File: src/rtl/pcu_pkg.sv
package pcu_pkg;

    typedef enum logic [1:0] {
        SRC_ZERO = 2'd0,
        SRC_SEQ  = 2'd1,
        SRC_EA   = 2'd2
    } addr_src_e;

endpackage

File: src/rtl/pcu_step.sv
module pcu_step #(
    parameter int AW = 16,
    parameter int DW = 8
) (
    input  logic          branch_i,
    input  logic [DW-1:0] disp_i,
    output logic [AW-1:0] step_o
);
    localparam int EXT_W = AW - DW - 1;

    logic [AW-1:0] br_step;

    // sign-extend the word displacement and scale to bytes
    assign br_step = {{EXT_W{disp_i[DW-1]}}, disp_i, 1'b0};

    always_comb begin
        if (branch_i) step_o = br_step;
        else          step_o = AW'(2);
    end
endmodule

File: src/rtl/pcu_incr.sv
module pcu_incr #(
    parameter int AW = 16
) (
    input  logic [AW-1:0] base_i,
    input  logic [AW-1:0] step_i,
    output logic [AW-1:0] sum_o
);
    // modulo 2^AW; carry out is dropped on purpose
    assign sum_o = base_i + step_i;
endmodule

File: src/rtl/pcu_slots.sv
module pcu_slots #(
    parameter int AW      = 16,
    parameter int N_SLOTS = 2,
    parameter int IW      = (N_SLOTS > 1) ? $clog2(N_SLOTS) : 1
) (
    input  logic                  clk_i,
    input  logic                  rst_ni,
    input  logic                  we_i,
    input  logic [IW-1:0]         idx_i,
    input  logic [AW-1:0]         wdata_i,
    output logic [AW-1:0]         rdata_o,
    output logic [N_SLOTS*AW-1:0] flat_o
);
    logic [AW-1:0] slot_q [N_SLOTS];

    for (genvar g = 0; g < N_SLOTS; g++) begin : g_slot
        always_ff @(posedge clk_i) begin
            if (!rst_ni) begin
                slot_q[g] <= '0;
            end else if (we_i && (idx_i == IW'(g))) begin
                slot_q[g] <= wdata_i;
            end
        end
        assign flat_o[g*AW +: AW] = slot_q[g];
    end

    assign rdata_o = slot_q[idx_i];
endmodule

File: src/rtl/pcu_ret.sv
module pcu_ret #(
    parameter int AW = 16
) (
    input  logic          clk_i,
    input  logic          rst_ni,
    input  logic          ce_i,
    input  logic [AW-1:0] d_i,
    output logic [AW-1:0] q_o
);
    always_ff @(posedge clk_i) begin
        if (!rst_ni)   q_o <= '0;
        else if (ce_i) q_o <= d_i;
    end
endmodule

File: src/rtl/pc_addr_unit.sv
module pc_addr_unit
    import pcu_pkg::*;
#(
    parameter int AW      = 16,
    parameter int DW      = 8,
    parameter int N_SLOTS = 2
) (
    input  logic          clk_i,
    input  logic          rst_ni,
    input  logic          branch_i,
    input  logic [DW-1:0] disp_i,
    input  logic [AW-1:0] ea_sum_i,
    input  logic          sel_pc_i,
    input  logic          zero_pc_i,
    input  logic          dma_sel_i,
    input  logic          pc_we_i,
    input  logic          ret_ce_i,
    output logic [AW-1:0] addr_o,
    output logic [AW-1:0] ret_addr_o
);
    localparam int IW = (N_SLOTS > 1) ? $clog2(N_SLOTS) : 1;

    addr_src_e             src;
    logic [IW-1:0]         slot_idx;
    logic [AW-1:0]         cur_pc;
    logic [AW-1:0]         step;
    logic [AW-1:0]         next_pc;
    logic [AW-1:0]         wb_data;
    logic [N_SLOTS*AW-1:0] slot_flat;

    assign slot_idx = IW'(dma_sel_i);

    // source decode: zero beats everything, then PC path, then EA
    always_comb begin
        if (zero_pc_i)     src = SRC_ZERO;
        else if (sel_pc_i) src = SRC_SEQ;
        else               src = SRC_EA;
    end

    pcu_step #(.AW(AW), .DW(DW)) u_step (
        .branch_i (branch_i),
        .disp_i   (disp_i),
        .step_o   (step)
    );

    pcu_incr #(.AW(AW)) u_incr (
        .base_i (cur_pc),
        .step_i (step),
        .sum_o  (next_pc)
    );

    always_comb begin
        unique case (src)
            SRC_ZERO: addr_o = '0;
            SRC_SEQ:  addr_o = next_pc;
            SRC_EA:   addr_o = ea_sum_i;
            default:  addr_o = '0;
        endcase
    end

    // instruction addresses are halfword aligned
    assign wb_data = {addr_o[AW-1:1], 1'b0};

    pcu_slots #(.AW(AW), .N_SLOTS(N_SLOTS), .IW(IW)) u_slots (
        .clk_i   (clk_i),
        .rst_ni  (rst_ni),
        .we_i    (pc_we_i),
        .idx_i   (slot_idx),
        .wdata_i (wb_data),
        .rdata_o (cur_pc),
        .flat_o  (slot_flat)
    );

    pcu_ret #(.AW(AW)) u_ret (
        .clk_i  (clk_i),
        .rst_ni (rst_ni),
        .ce_i   (ret_ce_i),
        .d_i    (cur_pc),
        .q_o    (ret_addr_o)
    );
endmodule

File: config.mk
export PLATFORM = sky130hd
export DESIGN_NAME = pc_addr_unit
export DESIGN_NICKNAME = d
export VERILOG_FILES = /design/src/rtl/pcu_pkg.sv /design/src/rtl/pcu_step.sv /design/src/rtl/pcu_incr.sv /design/src/rtl/pcu_slots.sv /design/src/rtl/pcu_ret.sv /design/src/rtl/pc_addr_unit.sv
export SDC_FILE = /design/constraint.sdc
export NUM_CORES = 1
export LEC_CHECK = 0
export BUFFER_PORTS_ARGS = -buffer_cell sky130_fd_sc_hd__clkbuf_2
export CAP_MARGIN = 15
export CORE_MARGIN = 3
export CORE_UTILIZATION = 49
export CTS_BUF_LIST = sky130_fd_sc_hd__clkbuf_2
export CTS_CLUSTER_DIAMETER = 60
export DETAILED_ROUTE_END_ITERATION = 10
export PLACE_DENSITY = 0.76
export RECOVER_POWER = 25
export SETUP_SLACK_MARGIN = 0.15
export SYNTH_ARGS = -nofsm -noshare
export SYNTH_HDL_FRONTEND = slang
export SYNTH_SLANG_ARGS = --single-unit
File: constraint.sdc
create_clock -name clk_i -period 3.95 [get_ports clk_i]
set_clock_uncertainty 0.05 [all_clocks]
set_input_delay 0.79 -clock clk_i [delete_from_list [all_inputs] [get_ports clk_i]]
set_output_delay 0.79 -clock clk_i [all_outputs]
set_load 0.005 [all_outputs]
Word-level counts from Yosys, hierarchy flattened
Memory sizes are Yosys's and may differ from the RTL's.
Index checks and enable logic that the tools add are counted.
- $add $sub $neg: 1
- equal/unequal tests: 2
- mux-type cells: 13
- bitwise gates (word level): 3
- reductions and logical operators: 2
- operators with widths (operator ; count):
    $pmux 16 s2 ; 1
    $mux 15 ; 2
    $add 16x16->16 ; 1
    $mux 16 ; 1
    $mux 1 ; 7
    $mux 2 ; 2
    $eq 2x1->1 const B ; 1
    $eq 2x2->1 const B ; 1
    $logic_and 1x1->1 ; 2
    $or 1x1->1 ; 2
    $not 1->1 ; 1
- register bits: 16
- memory bits (writable): 30
- input bits: 32
- output and inout bits: 32
- memories kept: 1
- memories (memory ; words ; width ; read ports ; clocked after Yosys merged registers in ; wr ports ; line ; RTL):
    u_slots.slot_q ; 2 ; 15 ; 1 ; 0 ; 2 ; pcu_slots.sv:14 ; logic [AW-1:0] slot_q [N_SLOTS];

Logic depth before layout (Yosys ltp)
- word-level depth: 6
- mapped depth: 11
- gate-level depth less buffers: 9

Modules after synthesis
From an unflattened synthesis, not the netlist that was laid out.
- cell total of the unflattened synthesis: 312
- area, all modules: 3166.8 um2
- modules (own cells, without submodules) (module ; instances ; cells each ; area each (um2) ; seq. area each (um2)):
    pcu_slots ; 1 ; 109 ; 1448.9 ; 960.9
    pcu_incr ; 1 ; 98 ; 724.4 ; 0.0
    pcu_ret ; 1 ; 51 ; 615.6 ; 320.3
    pc_addr_unit ; 1 ; 37 ; 264.0 ; 0.0
    pcu_step ; 1 ; 17 ; 113.9 ; 0.0

Worst setup path before layout
No wires, ideal clock.
- kind: input to output
- start point: in dma_sel_i
- end point: out addr_o[13]
- data arrival time: 3.201 ns
- data required time: 3.110 ns
- path slack: -0.091 ns
- cell stages on the path: 11
- path buffers: 2
- path through: buf_6 > buf_2 > mux2_2 > ha_1 > fa_1 > a211oi_2 > nor3_1 > o31ai_2 > a2111oi_0 > a211oi_1 > nor2_1
- cells in the longest elaborated chain, start to end: 3
- ends and longest elaborated chain (item ; line ; RTL):
    start, declared ; pc_addr_unit.sv:15 ; input logic dma_sel_i,
    $mem_v2 2x15 ; n/a ;
    named net cur_pc[1] ; pc_addr_unit.sv:25 ; logic [AW-1:0] cur_pc;
    $add 16x16->16 ; pcu_incr.sv:9 ; assign sum_o = base_i + step_i;
    $pmux 16 s2 ; pc_addr_unit.sv:53 ; unique case (src)
    end, declared ; pc_addr_unit.sv:18 ; output logic [AW-1:0] addr_o,
The timed path passes the listed nets, and every way through them passes these cells.

Worst setup path after layout
- start point: in dma_sel_i
- end point: out addr_o[11]
Same word-level chain as after synthesis.

==> impl_results.md <==
* RSZ-0062 raised after global routing: true
* Fillers at 424
* Initial antenna violation count at 0
* Netlist cell types at 53
* All-Layer GR Usage at 0.222
* FFs w/ async S/R, synth at 0
* Layout cells sized above 1 at 0.439
* Initial detailed-routing violation count at around 190
* Synthesis Warnings at 0
* IO Port Bufs at 62
* Number of diodes at 0
* CTS buffer count at 5
* Final worst path period share at 1.01
* I/O pins at 64
* Remaining DRCs at 0
* Primary FF master, synth: edfxtp_1
* Max Freq at 251 MHz
* Cell area after synthesis at 2890 um2
* CP max-delay cell: fa_2
* Tmin final at approximately 4.0 ns
* Global placement routability congestion at ~0.85
* CTS tree: done
* Setup TNS Final at -0.0496 ns
* Critical-path cell list: clkbuf_16 > mux2_4 > ha_4 > fa_2 > a211oi_4 > buf_6 > o21bai_4 > a221oi_4 > xnor2_1 > mux2i_1 > nor2_1 > buf_2
* Final Worst Setup Slack at -0.0279 ns
* Hold violation count in the final report at 0
* Max incr delay on CP at between 0.3 and 0.4 ns
* DR vias/cell at ~5.6
* Largest family of logic cells by synthesized area: simple AND/OR/NAND/NOR gates
* Post-Synthesis Cells at roughly 290
* Clock Latency Late Sink at roughly 0.42 ns
* Synthesized area per cell at between 9 and 10 um2
* Slew HR at 0.302
* Slew Limit Fails at 0
* DP Worst Slack at -0.155 ns
* Min-Delay Path Class: register to register
* Rows at 27
* CP Class: input pin to output pin
* Routed vias at roughly 2600
* Die width at 82.8 um
* Crit-path leading delay family: compound AO/OA/AOI/OAI gates
* Peak fanout along the critical path at 5
* Tightest Pin Transition at between 1 and 1.5 ns
* TritonCTS Sinks at 45
* Synth Area in Simple Gates at 0.195
* Clock Tree Buf Depth at 2
* Setup crit start kind: input pin
* Net Count, Synth at around 340
* Seq/Total Area, Yosys at 0.416
* # setup viols final at 3
* Vias in the first global route at about 2400
* Post-CTS Hold Buffers at 0
* Initial core utilization at 0.515
* DP HPWL at 5.82 mm
* Clk root buf: clkbuf_2
* Avg WL per Cell at 16.7 um
* Pwr dens at 286 nW/um2
* Critical path capture point type: output pin
* Chip height at 82.8 um
* First drt pass iteration count at 5
* EDFF count, synth at 30
* Die area at roughly 6900 um2
* Synth Area in Adders at 0.0676
* Synth Register Bits at between 40 and 50
* Failing checks: negative setup slack
* Worst path buffer plus inverter count at 3
* Syn-to-layout area delta at 37.3%
* Synth Area in Compound Gates at 0.130
* Worst EP required at approximately 3.1 ns
* Leak pwr at ~1.8 nW
* Peak VDD IR at 155 uV
* Synth Area in XOR/XNOR at 0.0182
* Overflow after GRT at 0
* Status: finished with violations
* Final core occ at 0.707
* Clock H-tree levels at 2
* Antenna-violating nets left at 0
* Post-synthesis mux area share at 0.131
* Core area at approximately 5600 um2
* First-pass GRT wire length at between 10 and 15 mm
* Number of max-cap violations at 0
* Clock-pin slew of the registers on the worst-case setup and hold paths at approximately 0.24 ns
* WL final at between 7 and 8 mm
* Largest net degree at the start of global routing at 20
* WP data arrival at 3.14 ns
* Final nets at approximately 440
## cells in the final DEF (no fill, tap or decap), types with 11 or more instances in the layout
master / Yosys / layout
mux2i_1: 22 / 21
edfxtp_1: 30 / 30
clkbuf_2: 1 / 63
nor2_1: 41 / 41
buf_4: 1 / 46
nand2_1: 14 / 12
dfxtp_1: 15 / 15
nor2b_1: 18 / 18
inv_1: 11 / 11
## worst register-to-register path: cells and delay by family (launching register included)
| family | cells | cell delay (ns) |
|---|---|---|
| AOI/OAI and AO/OA | 4 | 0.88 |
| adders and majority gates | 2 | 0.56 |
| DFF | 1 | 0.42 |
| buffers and inverters | 3 | 0.41 |
| muxes | 1 | 0.31 |
| and+or+nand+nor | 2 | 0.13 |
## cells by family (layout without fill, tap and decap cells)
group           Yosys count  after routing
compound gates           49             49
xor+xnor                  6              6
fa+ha+maj                15             15
buf+inv                  27            131
flops                    45             45
mux                      36             36
other cells               1              1
simple gates            113            113
## synthesized netlist by cell type (all sizes together) (5+ instances only)
library cell | instances | share of area
nor2b | 18 | 0.039
buf | 6 | 0.013
nor3 | 7 | 0.012
a211oi | 5 | 0.015
mux2 | 14 | 0.055
mux2i | 22 | 0.076
o21ai | 5 | 0.0087
dfxtp | 15 | 0.10
and2 | 10 | 0.022
nand2 | 14 | 0.018
nand4 | 5 | 0.011
ha | 14 | 0.061
nor2 | 41 | 0.053
clkbuf | 10 | 0.013
edfxtp | 30 | 0.31
a21oi | 13 | 0.024
inv | 11 | 0.014
a21o | 5 | 0.013
## path summary, 6_finish.rpt
path                        startpoint                     to  slack [ns]  depth (start not counted)
setup / recovery             dma_sel_i             addr_o[11]       -0.03                         12
hold / removal           u_ret.q_o[15]          u_ret.q_o[15]        0.48                          1
setup reg to reg  u_slots.slot_q[0][0]  u_slots.slot_q[1][14]        0.98                         12
hold reg to reg          u_ret.q_o[15]          u_ret.q_o[15]        0.48                          1
## routing by layer
layer  share of wire  up-vias  GRT usage
met4           0.015        0     0.0899
li1                -     1252          -
met2            0.50       80      0.369
met5               0        -          0
met1            0.43     1270      0.296
met3           0.054       12     0.0216
## sequential cells by signal, indices dropped and copies added, names as in the netlist
name / count
u_ret.q_o: 15
u_slots.slot_q: 30
## stage by stage
step,cells,power [W],area (um2),hold slack [ns]
after floorplan,292,0.000738,2930,0.427
after detailed placement,451,0.000876,3540,0.432
after global placement,451,0.000866,3540,0.426
final,468,0.00114,3970,0.480
after global routing,468,0.00118,3970,0.498
after CTS,462,0.00109,3730,0.479
## report_power, final
part	internal [W]	total (W)	leakage, nW	switching, W
Sequential	0.000530	0.000540	0.443	0.00000974
Combinational	0.000200	0.000400	1.30	0.000201
Clock	0.0000457	0.000195	0.0252	0.000150
## cell type report
cell class,count,area (um2),share of cell area
tap,72,90.1,0.0227
inverter,11,41.3,0.0104
multi-input combinational,220,1880,0.473
timing repair buffer,112,712,0.179
clock inverter,2,15.0,0.00379
clock buffer,6,30.0,0.00757
sequential,45,1200,0.303
## what timing repair did
action | CTS | global route
endpoints found under the setup margin | 10 | 10
gates resized for setup | 21 | 35
pin swaps | 11 | 22
setup buffers | 3 | 6
hold endpoints to repair | 0 | 0
(Power assumes the default switching activity.)
